### src/rtl/pwm_sclk_pkg.sv
package pwm_sclk_pkg;
  parameter int SCALE_W = 8;
  parameter int NUM_CH  = 8;
  parameter int NUM_GRP = 2;

  // strobes from the register control to the datapath
  typedef struct packed {
    logic               reloadA;
    logic               reloadB;
    logic [SCALE_W-1:0] reloadVal;
  } sclkStrobes_t;

  // group served by a channel: bit 1 of its index
  function automatic int chanGroup(input int ch);
    return (ch >> 1) & 1;
  endfunction
endpackage

### src/rtl/pwm_sclk_ctrl.sv
module pwm_sclk_ctrl
  import pwm_sclk_pkg::*;
(
  input  logic               clk,
  input  logic               rstN,
  input  logic               scaleAWr,
  input  logic               scaleBWr,
  input  logic               clkSelWr,
  input  logic [SCALE_W-1:0] wrData,
  output logic [SCALE_W-1:0] scaleA,
  output logic [SCALE_W-1:0] scaleB,
  output logic [NUM_CH-1:0]  selReg,
  output sclkStrobes_t       strobes
);
  logic [SCALE_W-1:0] scaleAQ;
  logic [SCALE_W-1:0] scaleBQ;
  logic [NUM_CH-1:0]  selQ;

  always_ff @(posedge clk) begin
    if (!rstN) begin
      scaleAQ <= '0;
      scaleBQ <= '0;
      selQ    <= '0;
    end else begin
      if (scaleAWr) scaleAQ <= wrData;
      if (scaleBWr) scaleBQ <= wrData;
      if (clkSelWr) selQ    <= wrData[NUM_CH-1:0];
    end
  end

  always_comb begin
    strobes.reloadA   = scaleAWr;
    strobes.reloadB   = scaleBWr;
    strobes.reloadVal = wrData;
  end

  assign scaleA = scaleAQ;
  assign scaleB = scaleBQ;
  assign selReg = selQ;
endmodule

### src/rtl/pwm_sclk_prescaler.sv
module pwm_sclk_prescaler #(
  parameter int SCALE_W = 8
) (
  input  logic               clk,
  input  logic               rstN,
  input  logic               tick,
  input  logic               reload,
  input  logic [SCALE_W-1:0] reloadVal,
  input  logic [SCALE_W-1:0] scaleVal,
  output logic [SCALE_W-1:0] cnt,
  output logic               toggle,
  output logic               scaledTick
);
  localparam logic [SCALE_W-1:0] CntLast = SCALE_W'(1);

  logic [SCALE_W-1:0] cntQ;
  logic               toggleQ;
  logic               cntPulse;

  // the counter reaches its last value; a reload in the same cycle wins
  assign cntPulse = tick && !reload && (cntQ == CntLast);

  always_ff @(posedge clk) begin
    if (!rstN) begin
      cntQ <= '0;
    end else if (reload) begin
      cntQ <= reloadVal;
    end else if (tick) begin
      // a value of zero wraps down through the full range, i.e. 256 counts
      if (cntQ == CntLast) cntQ <= scaleVal;
      else                 cntQ <= cntQ - CntLast;
    end
  end

  always_ff @(posedge clk) begin
    if (!rstN)         toggleQ <= 1'b0;
    else if (cntPulse) toggleQ <= ~toggleQ;
  end

  assign scaledTick = cntPulse && !toggleQ;
  assign cnt        = cntQ;
  assign toggle     = toggleQ;
endmodule

### src/rtl/pwm_sclk_datapath.sv
module pwm_sclk_datapath
  import pwm_sclk_pkg::*;
(
  input  logic               clk,
  input  logic               rstN,
  input  logic               baseTickA,
  input  logic               baseTickB,
  input  logic [SCALE_W-1:0] scaleA,
  input  logic [SCALE_W-1:0] scaleB,
  input  logic [NUM_CH-1:0]  selReg,
  input  sclkStrobes_t       strobes,
  output logic [SCALE_W-1:0] cntA,
  output logic [SCALE_W-1:0] cntB,
  output logic               scaledA,
  output logic               scaledB,
  output logic [NUM_CH-1:0]  chanTick
);
  logic [NUM_GRP-1:0]  baseVec;
  logic [NUM_GRP-1:0]  reloadVec;
  logic [NUM_GRP-1:0]  scaledVec;
  logic [NUM_GRP-1:0]  toggleVec;
  logic [SCALE_W-1:0]  scaleVec [NUM_GRP];
  logic [SCALE_W-1:0]  cntVec   [NUM_GRP];
  logic [NUM_CH-1:0]   chanQ;

  assign baseVec     = {baseTickB, baseTickA};
  assign reloadVec   = {strobes.reloadB, strobes.reloadA};
  assign scaleVec[0] = scaleA;
  assign scaleVec[1] = scaleB;

  for (genvar g = 0; g < NUM_GRP; g++) begin : gPre
    pwm_sclk_prescaler #(.SCALE_W(SCALE_W)) uPre (
      .clk       (clk),
      .rstN      (rstN),
      .tick      (baseVec[g]),
      .reload    (reloadVec[g]),
      .reloadVal (strobes.reloadVal),
      .scaleVal  (scaleVec[g]),
      .cnt       (cntVec[g]),
      .toggle    (toggleVec[g]),
      .scaledTick(scaledVec[g])
    );
  end

  for (genvar i = 0; i < NUM_CH; i++) begin : gChan
    localparam int Grp = chanGroup(i);
    always_ff @(posedge clk) begin
      if (!rstN) chanQ[i] <= 1'b0;
      else       chanQ[i] <= selReg[i] ? scaledVec[Grp] : baseVec[Grp];
    end
  end

  assign chanTick = chanQ;
  assign cntA     = cntVec[0];
  assign cntB     = cntVec[1];
  assign scaledA  = scaledVec[0];
  assign scaledB  = scaledVec[1];
endmodule

### src/rtl/pwm_scaled_clkgen.sv
module pwm_scaled_clkgen
  import pwm_sclk_pkg::*;
(
  input  logic               clk,
  input  logic               rstN,
  input  logic               baseTickA,
  input  logic               baseTickB,
  input  logic               scaleAWr,
  input  logic               scaleBWr,
  input  logic               clkSelWr,
  input  logic [SCALE_W-1:0] wrData,
  output logic [NUM_CH-1:0]  chanTick
);
  sclkStrobes_t       strobes;
  logic [SCALE_W-1:0] scaleA;
  logic [SCALE_W-1:0] scaleB;
  logic [NUM_CH-1:0]  selReg;
  logic [SCALE_W-1:0] cntA;
  logic [SCALE_W-1:0] cntB;
  logic               scaledA;
  logic               scaledB;

  pwm_sclk_ctrl uCtrl (
    .clk     (clk),
    .rstN    (rstN),
    .scaleAWr(scaleAWr),
    .scaleBWr(scaleBWr),
    .clkSelWr(clkSelWr),
    .wrData  (wrData),
    .scaleA  (scaleA),
    .scaleB  (scaleB),
    .selReg  (selReg),
    .strobes (strobes)
  );

  pwm_sclk_datapath uDp (
    .clk      (clk),
    .rstN     (rstN),
    .baseTickA(baseTickA),
    .baseTickB(baseTickB),
    .scaleA   (scaleA),
    .scaleB   (scaleB),
    .selReg   (selReg),
    .strobes  (strobes),
    .cntA     (cntA),
    .cntB     (cntB),
    .scaledA  (scaledA),
    .scaledB  (scaledB),
    .chanTick (chanTick)
  );
endmodule

### config.mk
export PLATFORM = sky130hd
export DESIGN_NAME = pwm_scaled_clkgen
export DESIGN_NICKNAME = d
export VERILOG_FILES = /design/src/rtl/pwm_sclk_pkg.sv /design/src/rtl/pwm_sclk_ctrl.sv /design/src/rtl/pwm_sclk_prescaler.sv /design/src/rtl/pwm_sclk_datapath.sv /design/src/rtl/pwm_scaled_clkgen.sv
export SDC_FILE = /design/constraint.sdc
export NUM_CORES = 1
export LEC_CHECK = 0
export ABC_AREA = 1
export CAP_MARGIN = 30
export CORE_MARGIN = 2
export CORE_UTILIZATION = 30
export DETAILED_ROUTE_END_ITERATION = 6
export PLACE_DENSITY_LB_ADDON = 0.05
export SLEW_MARGIN = 5
export SYNTH_ARGS = -nofsm -noshare
export SYNTH_HDL_FRONTEND = slang
export SYNTH_SLANG_ARGS = --single-unit
### constraint.sdc
create_clock -name clk -period 3.55 [get_ports clk]
set_clock_uncertainty 0.05 [all_clocks]
set_input_delay 0.8875 -clock clk [delete_from_list [all_inputs] [get_ports clk]]
set_output_delay 0.8875 -clock clk [all_outputs]
set_load 0.01 [all_outputs]
==> impl_metrics.env <==
export IMPL_postSynthCellCount=334
export IMPL_cts_tree="built"
export IMPL_cts_buffers=5
export IMPL_max_slew_margin_pct=62.8
export IMPL_min_path_type="flop to flop"
export IMPL_synth_common_cells="79 x nand2_1, 50 x dfxtp_1, 49 x a21oi_1"
export IMPL_multi_input_area_um2=1200
export IMPL_clk_latency_ns=0.30
export IMPL_pwr_share_comb_pct=17.0
export IMPL_synth_compound_area_share_pct=19.6
export IMPL_irDropWorstVdd_mv=0.215
export IMPL_p_int_uw=995
export IMPL_seq_area_um2=1000
export IMPL_cp_top_family="buffers and inverters"
export IMPL_post_route_period_util_pct=61.1
export IMPL_netlist_cell_type_count=24
export IMPL_cts_setup_buffers=0
export IMPL_netlist_area_um2=2380
export IMPL_gp_congestion=0.779
export IMPL_area_delta_synth_final_pct=19.1
export IMPL_postRouteAntennaNets=0
export IMPL_grt_setup_unrepaired="false"
export IMPL_cts_sinks=50
export IMPL_drive_gt1_share_pct=5.60
export IMPL_finalWorstSetupSlack_ns=1.38
export IMPL_cp_end_kind="flop"
export IMPL_async_reset_ff_share_pct=0
export IMPL_synth_top_family_by_area="simple AND/OR/NAND/NOR gates"
export IMPL_initial_core_util_pct=31.0
export IMPL_yosysTopAreaCellShare_pct=42.1
export IMPL_synth_edf_count=0
export IMPL_ys_seq_area_share_pct=42.1
export IMPL_crit_fanout=11
export IMPL_ys_flop_type="dfxtp_1"
export IMPL_crit_arrival_ns=2.35
export IMPL_tns_ns=0
export IMPL_place_ws_ns=1.05
export IMPL_period_needed_ns=2.17
export IMPL_worstSetupPathType="primary input to flop"
export IMPL_postCtsHoldBufs=0
export IMPL_routed_via_count=2089
export IMPL_p_seq_share_pct=46.5
export IMPL_dp_cells=451
export IMPL_tightest_slew_ns=0.557
export IMPL_grt_pass1_wl_um=10100
export IMPL_slew_violations=0
export IMPL_powerDensity_nw_per_um2=477
export IMPL_route_detailed_wl_per_inst_um=13.0
export IMPL_ctsResizeCount=0
export IMPL_first_global_vias=1990
export IMPL_die_w_um=93.1
export IMPL_setup_viol=0
export IMPL_post_synth_and_or_nand_nor_area_fraction_pct=27.4
export IMPL_power_mw=1.35
export IMPL_ys_warn_count=0
export IMPL_synth_adder_area_share_pct=2.10
export IMPL_cts_root_buffer_cell="clkbuf_8"
export IMPL_muxShareOfSynthArea_pct=0
export IMPL_drtPass1Iterations=4
export IMPL_num_nets_final=375
export IMPL_grt_max_degree=35
export IMPL_antennaDiodeCount=0
export IMPL_clkTransAtPathRegs_ns=0.09
export IMPL_max_stage_delay_ns=0.58
export IMPL_p_switching_uw=358
export IMPL_hold_slack_ns=0.402
export IMPL_max_freq_mhz=461
export IMPL_drtIter0Drc=121
export IMPL_num_rows=32
export IMPL_finalHoldViolations=0
export IMPL_drc_errors=0
export IMPL_io_pins=23
export IMPL_avgSynthCellArea_um2=7.13
export IMPL_mappedNetlistNets=353
export IMPL_maxCapViolations=0
export IMPL_hpwl_um=4380
export IMPL_yosys_area_top_type="dfxtp_1"
export IMPL_p_sw_share_pct=26.4
export IMPL_htreeDepth=2
export IMPL_synth_xor_area_share_pct=1.10
export IMPL_antenna_found_initial=0
export IMPL_portBuffers=22
export IMPL_critPathRequiredTime_ns=3.73
export IMPL_yosys_top_cells_area="dfxtp_1 42%, nand2_1 12%, a21oi_1 10%, inv_1 5.7%, nor2_1 5.5%"
export IMPL_synth_most_common_cell="nand2_1"
export IMPL_leakage_nw=1.18
export IMPL_routed_wl_um=5980
export IMPL_crit_buf_inv=1
export IMPL_p_clk_share_pct=36.5
export IMPL_worst_setup_path_start_kind="primary input"
export IMPL_n_fill_cell=851
export IMPL_slowest_stage="clkdlybuf4s50_1"
export IMPL_grt_ovfl_total=0
export IMPL_coreArea_um2=7690
export IMPL_fin_cells=459
export IMPL_vias_per_cell=4.55
export IMPL_die_y_um=93.1
export IMPL_status="completed"
export IMPL_clk_path_buf_depth=2
export IMPL_dieArea_um2=8660
export IMPL_ys_ff_latch=50
export IMPL_grt_use_total_pct=14.8
export IMPL_path_cells="clkdlybuf4s50_1 -> nor2_1 -> a21boi_0 -> a21oi_1"
[power groups by stage]
stage / clock network, mW / logic (mW) / registers, mW
final: 0.493 / 0.230 / 0.629
after global routing: 0.536 / 0.263 / 0.635
after CTS: 0.511 / 0.233 / 0.629
after detailed placement: 0 / 0.231 / 0.642
after global placement: 0 / 0.233 / 0.642
after floorplan: 0 / 0.157 / 0.637
[through the flow]
step	util, %	area, µm²
after global placement	35.0	2690
after global routing	36.9	2830
final	36.9	2830
after detailed placement	35.0	2690
after CTS	36.9	2830
after floorplan	-	2380
[per-layer routing]
layer / routed length (µm) / GRT usage (%)
met3: 187 / 2.82
met1: 3280 / 22.2
met5: 0 / 0
met2: 2430 / 21.2
met4: 84 / 4.78
[placed cells by master (no fill, tap or decap), types with 2 or more instances in the layout]
cell type	count
o21ai_0	20
a21oi_1	49
a21boi_0	13
nor2_2	4
nor2_1	35
bufinv_16	2
clkdlybuf4s50_1	22
ha_1	4
nand2_1	79
nor2_4	4
clkbuf_8	6
inv_1	36
nand3_1	19
xor2_1	2
dfxtp_1	50
nand3b_1	3
o211ai_1	2
[area by class of cell]
class / count / area share [%]
multi-input cells: 239 / 42.2
repair buffers: 23 / 8.04
flip-flops and latches: 50 / 35.3
clock buffers: 6 / 2.91
inverters: 37 / 4.90
well taps: 102 / 4.50
clock inverters: 2 / 2.12
[worst reg2reg max path, delay by kind of cell (launching register included)]
family	cells	cell delay, ns
buffers and inverters	2	0.36
and+or+nand+nor	2	0.46
AOI/OAI and AO/OA	2	0.31
adders and majority gates	1	0.15
DFF	1	0.33
[registers in the layout (all words and copies together), names as in the netlist]
signal / count
uDp.gPre.uPre.cnt: 16
uDp.chanTick: 8
uCtrl.selReg: 8
uCtrl.scaleB: 8
uDp.gPre.uPre.toggle: 2
uCtrl.scaleA: 8
[final timing paths]
| kind | cells after the start | from | to | slack, ns |
|---|---|---|---|---|
| worst max-delay path | 4 | scaleBWr | uDp.gPre[1].uPre.cnt[5] | 1.38 |
| worst min-delay path | 1 | uCtrl.selReg[4] | uDp.chanTick[4] | 0.40 |
| worst max register to register | 7 | uDp.gPre[1].uPre.cnt[1] | uDp.gPre[1].uPre.toggle | 1.77 |
| worst min register to register | 1 | uCtrl.selReg[4] | uDp.chanTick[4] | 0.40 |
[kinds of logic after synthesis]
kind of cell,count (synthesis)
and+or+nand+nor,147
AOI/OAI and AO/OA,85
DFF,50
buffers and inverters,45
adders and majority gates,4
xor gates and xnor gates,3
Power figures use the tool's default switching activity.
